`config.mk`:
```
export PLATFORM = sky130hd
export DESIGN_NAME = brc_regfile
export DESIGN_NICKNAME = d
export VERILOG_FILES = /design/src/rtl/brc_pkg.sv /design/src/rtl/brc_ctrl_bit.sv /design/src/rtl/brc_sock_word.sv /design/src/rtl/brc_vid_reg.sv /design/src/rtl/brc_rd_mux.sv /design/src/rtl/brc_regfile.sv
export SDC_FILE = /design/constraint.sdc
export NUM_CORES = 1
export LEC_CHECK = 0
export BUFFER_PORTS_ARGS = -buffer_cell sky130_fd_sc_hd__buf_2
export CORE_ASPECT_RATIO = 0.5
export CORE_MARGIN = 1.5
export CORE_UTILIZATION = 25
export CTS_CLUSTER_DIAMETER = 40
export DETAILED_ROUTE_END_ITERATION = 12
export PLACE_DENSITY = 0.58
export SLEW_MARGIN = 20
export SYNTH_ARGS = -nofsm -noshare
export SYNTH_HDL_FRONTEND = slang
export SYNTH_SLANG_ARGS = --single-unit
```
`constraint.sdc`:
```
create_clock -name clk -period 2.2 [get_ports clk]
set_input_delay 0.22 -clock clk [delete_from_list [all_inputs] [get_ports clk]]
set_output_delay 0.22 -clock clk [all_outputs]
set_load 0.05 [all_outputs]
```
`src/rtl/brc_pkg.sv`:
```
package brc_pkg;

   localparam int REG_W = 16;

   localparam int B_CRST  = 6;
   localparam int B_MABT  = 5;
   localparam int B_VGA   = 3;
   localparam int B_ISA   = 2;
   localparam int B_SERR  = 1;
   localparam int B_PERR  = 0;

   localparam logic [REG_W-1:0] SOCK_BITS = 16'h004F;
   localparam logic [REG_W-1:0] CRST_DEF  = 16'h0040;

   typedef enum logic [1:0] {
      RD_GLOBAL_ONLY = 2'd0,
      RD_PME_CTX     = 2'd1,
      RD_ANY         = 2'd2
   } rdom_e;

   function automatic rdom_e domain_of(input int bitpos, input logic [REG_W-1:0] ctx_mask);
      if (bitpos == B_CRST)       return RD_GLOBAL_ONLY;
      else if (ctx_mask[bitpos])  return RD_PME_CTX;
      else                        return RD_ANY;
   endfunction

endpackage

```
`src/rtl/brc_ctrl_bit.sv`:
```
module brc_ctrl_bit
   import brc_pkg::*;
#(
   parameter rdom_e DOMAIN  = RD_ANY,
   parameter logic  RST_VAL = 1'b0
) (
   input  logic clk,
   input  logic grst,
   input  logic brst,
   input  logic pme_en,
   input  logic wr,
   input  logic d,
   output logic q
);

   logic brst_hit;

   generate
      if (DOMAIN == RD_GLOBAL_ONLY) begin : g_glob
         assign brst_hit = 1'b0;
      end else if (DOMAIN == RD_PME_CTX) begin : g_ctx
         assign brst_hit = brst & ~pme_en;
      end else begin : g_any
         assign brst_hit = brst;
      end
   endgenerate

   always_ff @(posedge clk) begin
      if (grst)          q <= RST_VAL;
      else if (brst_hit) q <= RST_VAL;
      else if (wr)       q <= d;
   end

endmodule

```
`src/rtl/brc_sock_word.sv`:
```
module brc_sock_word
   import brc_pkg::*;
#(
   parameter logic [REG_W-1:0] CTX_MASK = 16'h0003
) (
   input  logic             clk,
   input  logic             grst,
   input  logic             brst,
   input  logic             pme_en,
   input  logic             wr,
   input  logic [REG_W-1:0] wdata,
   output logic [REG_W-1:0] word
);

   generate
      for (genvar b = 0; b < REG_W; b++) begin : g_bit
         if (SOCK_BITS[b]) begin : g_impl
            brc_ctrl_bit #(
               .DOMAIN  (domain_of(b, CTX_MASK)),
               .RST_VAL (CRST_DEF[b])
            ) u_bit (
               .clk    (clk),
               .grst   (grst),
               .brst   (brst),
               .pme_en (pme_en),
               .wr     (wr),
               .d      (wdata[b]),
               .q      (word[b])
            );
         end else begin : g_rsvd
            assign word[b] = 1'b0;
         end
      end
   endgenerate

endmodule

```
`src/rtl/brc_vid_reg.sv`:
```
module brc_vid_reg
   import brc_pkg::*;
#(
   parameter logic [REG_W-1:0] VID_DEF = '0
) (
   input  logic             clk,
   input  logic             grst,
   input  logic             wr,
   input  logic             lock,
   input  logic [REG_W-1:0] wdata,
   output logic [REG_W-1:0] vid
);

   always_ff @(posedge clk) begin
      if (grst)              vid <= VID_DEF;
      else if (wr && !lock)  vid <= wdata;
   end

endmodule

```
`src/rtl/brc_rd_mux.sv`:
```
module brc_rd_mux
   import brc_pkg::*;
#(
   parameter int NUM_SOCKETS = 2,
   parameter int SEL_W       = 1
) (
   input  logic                   hit_bc,
   input  logic                   hit_vid,
   input  logic [SEL_W-1:0]       sock_sel,
   input  logic [REG_W-1:0]       words [NUM_SOCKETS],
   input  logic                   mabt,
   input  logic [REG_W-1:0]       vid,
   output logic [REG_W-1:0]       rdata
);

   logic [REG_W-1:0] sel_word;

   always_comb begin
      sel_word = '0;
      for (int s = 0; s < NUM_SOCKETS; s++) begin
         if (sock_sel == SEL_W'(s)) sel_word = words[s];
      end
      sel_word[B_MABT] = mabt;
   end

   always_comb begin
      if (hit_bc)       rdata = sel_word;
      else if (hit_vid) rdata = vid;
      else              rdata = '0;
   end

endmodule

```
`src/rtl/brc_regfile.sv`:
```
module brc_regfile
   import brc_pkg::*;
#(
   parameter int               NUM_SOCKETS = 2,
   parameter int               ADDR_W      = 8,
   parameter int               SEL_W       = (NUM_SOCKETS > 1) ? $clog2(NUM_SOCKETS) : 1,
   parameter logic [REG_W-1:0] CTX_MASK    = 16'h0003,
   parameter int               BC_OFFSET   = 'h3E,
   parameter int               VID_OFFSET  = 'h40
) (
   input  logic                   clk,
   input  logic                   grst,
   input  logic                   brst,
   input  logic                   pme_en,
   input  logic                   vid_wlock,
   input  logic [SEL_W-1:0]       sock_sel,
   input  logic [ADDR_W-1:0]      addr,
   input  logic                   we,
   input  logic [REG_W-1:0]       wdata,
   output logic [REG_W-1:0]       rdata,
   output logic [NUM_SOCKETS-1:0] card_rst_o,
   output logic                   mabt_mode_o,
   output logic [NUM_SOCKETS-1:0] vga_fwd_o,
   output logic [NUM_SOCKETS-1:0] isa_filt_o,
   output logic [NUM_SOCKETS-1:0] cserr_en_o,
   output logic [NUM_SOCKETS-1:0] cperr_en_o,
   output logic [REG_W-1:0]       vid_o
);

   localparam logic [REG_W-1:0] CTX_OK = SOCK_BITS & ~CRST_DEF;

   generate
      if (NUM_SOCKETS < 1) begin : g_bad_n
         $error("brc_regfile: NUM_SOCKETS must be at least 1");
      end
      if ((1 << SEL_W) < NUM_SOCKETS) begin : g_bad_sel
         $error("brc_regfile: SEL_W too narrow for NUM_SOCKETS");
      end
      if (ADDR_W < 7 || BC_OFFSET >= (1 << ADDR_W) || VID_OFFSET >= (1 << ADDR_W)) begin : g_bad_addr
         $error("brc_regfile: ADDR_W cannot hold the register offsets");
      end
      if (BC_OFFSET == VID_OFFSET) begin : g_bad_ofs
         $error("brc_regfile: register offsets must differ");
      end
      if ((CTX_MASK & ~CTX_OK) != '0) begin : g_bad_ctx
         $error("brc_regfile: CTX_MASK names bits outside the per-socket set");
      end
   endgenerate

   logic hit_bc;
   logic hit_vid;
   logic sel_ok;
   logic bc_wr;

   assign hit_bc  = (addr == ADDR_W'(BC_OFFSET));
   assign hit_vid = (addr == ADDR_W'(VID_OFFSET));
   assign sel_ok  = (32'(sock_sel) < NUM_SOCKETS);
   assign bc_wr   = we & hit_bc & sel_ok;

   logic [REG_W-1:0] words [NUM_SOCKETS];

   generate
      for (genvar s = 0; s < NUM_SOCKETS; s++) begin : g_sock
         logic sock_wr;
         assign sock_wr = bc_wr & (sock_sel == SEL_W'(s));

         brc_sock_word #(
            .CTX_MASK (CTX_MASK)
         ) u_word (
            .clk    (clk),
            .grst   (grst),
            .brst   (brst),
            .pme_en (pme_en),
            .wr     (sock_wr),
            .wdata  (wdata),
            .word   (words[s])
         );

         assign card_rst_o[s] = words[s][B_CRST];
         assign vga_fwd_o[s]  = words[s][B_VGA];
         assign isa_filt_o[s] = words[s][B_ISA];
         assign cserr_en_o[s] = words[s][B_SERR];
         assign cperr_en_o[s] = words[s][B_PERR];
      end
   endgenerate

   brc_ctrl_bit #(
      .DOMAIN  (domain_of(B_MABT, CTX_MASK)),
      .RST_VAL (1'b0)
   ) u_mabt (
      .clk    (clk),
      .grst   (grst),
      .brst   (brst),
      .pme_en (pme_en),
      .wr     (bc_wr),
      .d      (wdata[B_MABT]),
      .q      (mabt_mode_o)
   );

   brc_vid_reg #(
      .VID_DEF ('0)
   ) u_vid (
      .clk   (clk),
      .grst  (grst),
      .wr    (we & hit_vid),
      .lock  (vid_wlock),
      .wdata (wdata),
      .vid   (vid_o)
   );

   brc_rd_mux #(
      .NUM_SOCKETS (NUM_SOCKETS),
      .SEL_W       (SEL_W)
   ) u_rd (
      .hit_bc   (hit_bc & sel_ok),
      .hit_vid  (hit_vid),
      .sock_sel (sock_sel),
      .words    (words),
      .mabt     (mabt_mode_o),
      .vid      (vid_o),
      .rdata    (rdata)
   );

endmodule

```
== After elaboration in Yosys (flattened, before gate mapping) ==
Cells that the tools add are included.

* Latch bits: 0
* Bits in writable memories: 0
* Bits in read-only memories: 0
* Output and inout bits: 43
* Memories kept: 0
* Register bits: 27
* Bits of input ports: 31

* Mux-type cells: 3
* Add/sub/neg operators: 0
* Reduce and logical (&&, ||, !) cells: 4
* Bitwise operators: 7
* Divide/modulo/power cells: 0
* Magnitude comparators: 0
* Multiply operators: 0
* Shifts and indexed selects: 0
* Equal/unequal tests: 2

{| class="wikitable"
|+ Operator list
! operator !! count
|-
| 16-bit 2-to-1 mux || 2
|-
| 8-bit by 6-bit equality test with 1-bit output, second input constant || 1
|-
| 8-bit by 7-bit equality test with 1-bit output, second input constant || 1
|-
| 7-bit 2-to-1 mux || 1
|-
| 1-bit bitwise AND || 5
|-
| 2-bit OR reduction || 2
|-
| 1-bit NOT || 2
|-
| 1-bit logical AND || 1
|-
| 1-bit logical NOT || 1
|}

== Longest topological paths before layout ==
* Word-level depth: 3
* Gate-level depth with buffers: 5

== Hierarchy ==
From an unflattened synthesis, not the netlist that was laid out.

* Cell total of the unflattened synthesis: 182
* Area total of the unflattened synthesis: 1,913.1 um^2

{| class="wikitable"
|+ Modules (own cells, without submodules)
! module !! area each (um^2) !! cells an instance !! times used
|-
| brc_vid_reg || 764.5 || 71 || 1
|-
| brc_rd_mux || 404.1 || 38 || 1
|-
| brc_ctrl_bit at g_sock[0].u_word.g_bit[2].g_impl.u_bit ... || 40.0 || 3 || 5
|-
| brc_ctrl_bit at g_sock[0].u_word.g_bit[0].g_impl.u_bit ... || 46.3 || 4 || 4
|-
| brc_sock_word || 86.3 || 12 || 2
|-
| brc_regfile || 116.4 || 12 || 1
|-
| brc_ctrl_bit at g_sock[0].u_word.g_bit[6].g_impl.u_bit ... || 35.0 || 3 || 2
|}

== Least setup slack after synthesis ==
No wires, ideal clock.

* Path type: input -> output
* From: input addr[0]
* To: output rdata[0]
* Slack: -0.015 ns
* Buffers on the path: 2
* Stages on the path: 5
* Data arrival time: 1.995 ns
* Required time: 1.980 ns
* Cell sequence: or4b_1 -> buf_2 -> or2_0 -> buf_2 -> o2bb2ai_1

* Cells in the longest elaborated chain, start to end: 3
* Elaborated cells on any way between the ends: 4
* Those cells by class: eq/ne: 2; mux: 2

{| class="wikitable"
|+ RTL lines
! element !! RTL line !! RTL
|-
| from (decl) || brc_regfile.sv:17 || <nowiki>input logic [ADDR_W-1:0] addr,</nowiki>
|-
| 8-bit by 7-bit equality test with 1-bit output || brc_regfile.sv:56 || <nowiki>assign hit_vid = (addr == ADDR_W'(VID_OFFSET));</nowiki>
|-
| 16-bit 2-to-1 mux || brc_rd_mux.sv:28 || <nowiki>else if (hit_vid) rdata = vid;</nowiki>
|-
| 16-bit 2-to-1 mux * || brc_rd_mux.sv:27 || <nowiki>if (hit_bc) rdata = sel_word;</nowiki>
|-
| to (decl) || brc_regfile.sv:20 || <nowiki>output logic [REG_W-1:0] rdata,</nowiki>
|}

Every way passes the cells marked *; elsewhere a longest branch is shown, timed or not.

== Final worst setup path ==
* From: input addr[0]
* To: output rdata[3]

Same word-level chain as after synthesis.

==> flow_summary_export.csv <==
group,metric,value,unit
status,run_status,"completed",
pwr,p_leak,0.906,nW
global_routing,antenna_found_initial,0,
global_routing,grt_overflow,0,
yosys,yosysMostFrequentCell,"nand2_1",
worst_setup_path,crit_fanout,6,
cts,htree_levels,1,
drt,first_pass_iters,4,
worst_setup_path,crit_path_end_kind,"primary output",
yosys,syn_area_per_cell,8.86,um^2
timing,rsz0062_at_grt,"false",
timing,slew_violations,0,
timing,max_slew_margin,52.2,%
die,die_h,56.4,um
cts,holdBufCountCts,0,
yosys,yosys.area.top_type,"dfxtp_1",
yosys,ys.flop_type,"dfxtp_1",
yosys,ys_warn_count,0,
yosys,synth_top_area_share,37.9,%
die,placementRows,19,
pwr,power_density,514,mW/mm^2
timing,finalHoldViolations,0,
placement,dp.cells,292,
final_layout,fin_nets,255,
placement,place_hpwl,2.95,mm
hold_path,min_from,"wdata[13]",
cts,post_cts_buffers,0,
drt,vias,1345,
final_layout,n_antenna_cell,0,
worst_setup_path,required,1.98,ns
cts,clk_latency,0.26,ns
timing,setup_tns,0,ns
global_routing,grt_first_pass_wirelength,6.02,mm
worst_setup_path,critPathLaunch,"addr[0]",
yosys,synthTopCellsByCount,"nand2_1, mux2i_1, dfxtp_1",
cts,cts_tree,"yes",
placement,placed_cell_area,0.00183,mm^2
cts,clockBufferDepth,2,
cts,cts_resized,0,
global_routing,grt_util_all_layers,12.4,%
drt,ant_nets,0,
worst_setup_path,r2r-start,"g_sock[1].u_word.g_bit[0].g_impl.u_bit.q",
drt,drc,0,
placement,io_buffers,73,
worst_setup_path,cp-start-kind,"input pin",
yosys,syn_nets,192,
yosys,synth.distinct_cells,24,
yosys,synth_area_leaders,"dfxtp_1, mux2i_1, nand2_1",
drt,avgRoutedWirePerCell,12.5,um
final_layout,drive_above_1_share,39.5,%
yosys,synthesis.area,0.00143,mm^2
worst_setup_path,crit_arrival,1.67,ns
timing,fin_crit_sh,86.0,%
die,dieArea,0.00619,mm^2
yosys,ys_seq_area_share,37.9,%
drt,drt-total-wl,3.70,mm
yosys,synthArstFlopShare,0,%
worst_setup_path,path_class,"input pin to primary output",
yosys,synth_edf_count,0,
cts,clk_pin_slew_worst_paths,0.07,ns
cts,numCtsBuffers,3,
die,start_util,26.0,%
yosys,ys_seq_elements,27,
timing,period_minus_slack,1.89,ns
cts,cts_num_sinks,27,
placement,place.gp.congestion,0.769,
yosys,syn_inst,161,
timing,setup_viol,0,
global_routing,grt_start_max_net_pins,26,
die,die_x,110,um
pwr,vdd_ir_drop_max,0.000289,V
die,fp.coreArea,0.00549,mm^2
cts,root_buffer,"clkbuf_16",
run,drv_cap,0,
timing,fmax,0.529,GHz
global_routing,grt_pass1_vias,1309,
drt,drt-initial-drc-count,23,
timing,worst_pin_slew,0.716,ns
hold_path,hp-class,"input pin to register",
drt,viasPerCell,4.54,
die,ios,74,
final_layout,design_area,0.00191,mm^2
final_layout,area_delta_synth_final,34.1,%
final_layout,finalCoreUtilization,34.8,%
timing,fin_skew,0,ns
final_layout,layoutNonFillerInstCount,296,
metrics by stage:
stage	power (mW)	hold WS (ns)	setup slack, ns
4_1_cts	0.997	0.200	0.292
6_report	0.983	0.200	0.308
2_1_floorplan	0.537	0.359	-0.0153
3_5_place_dp	0.581	0.458	0.292
5_1_grt	1.03	0.204	0.209
3_3_place_gp	0.578	0.452	0.319
final cells by class:
type                       count  area, um^2
tap                           73        91.3
clock inverter                 1        5.00
clock buffer                   3        75.1
sequential                    27         541
timing repair buffer          80         430
fill                         588        3580
multi-input combinational    109         759
inverter                       3        11.3
layer usage:
layer,track usage (%),vias up,wire (um)
met3,2.09,2,111
met2,23.8,30,1990
met1,14.4,641,1590
met5,0,-,0
met4,2.78,0,14
li1,-,672,-
worst paths after layout:
check	endpoint	slack, ns	cells after the start
worst min-delay path	u_vid.vid[13]	0.20	3
worst min register to register	u_vid.vid[0]	0.47	2
worst max-delay path	rdata[3]	0.31	5
worst max register to register	g_sock[1].u_word.g_bit[0].g_impl.u_bit.q	1.48	2
placed cells by master (no fill, tap or decap), types with 3 or more instances in the layout:
cell | Yosys | layout
and3_1 | 10 | 10
buf_2 | 3 | 73
buf_4 | 11 | 6
clkbuf_16 | 0 | 3
dfxtp_1 | 27 | 27
inv_1 | 3 | 3
mux2i_1 | 31 | 31
nand2_1 | 40 | 40
nor2_1 | 5 | 5
o211ai_1 | 6 | 6
o2bb2ai_1 | 5 | 5
cells by family after synthesis:
kind of cell	after synthesis	share of synthesized area, %
AOI/OAI and AO/OA	14	7.98
DFF	27	37.9
and+or+nand+nor	64	22.6
buffers and inverters	25	9.74
muxes	31	21.8
report_power, final:
group	leakage (nW)	switching, mW	internal [mW]
Sequential	0.217	0.000202	0.489
Combinational	0.647	0.0467	0.0332
Clock	0.0409	0.169	0.245
Total	0.906	0.216	0.767
critical path: stages:
cell and delay, ns:
buf_2 0.11, or4b_1 0.54, or2_0 0.35, o2bb2ai_1 0.19
buf_2 0.28
state kept, by name, indices dropped and copies added (netlist names):
register                            cells
g_sock.u_word.g_bit.g_impl.u_bit.q     10
u_mabt.q                                1
u_vid.vid                              16
(Power assumes the default switching activity.)
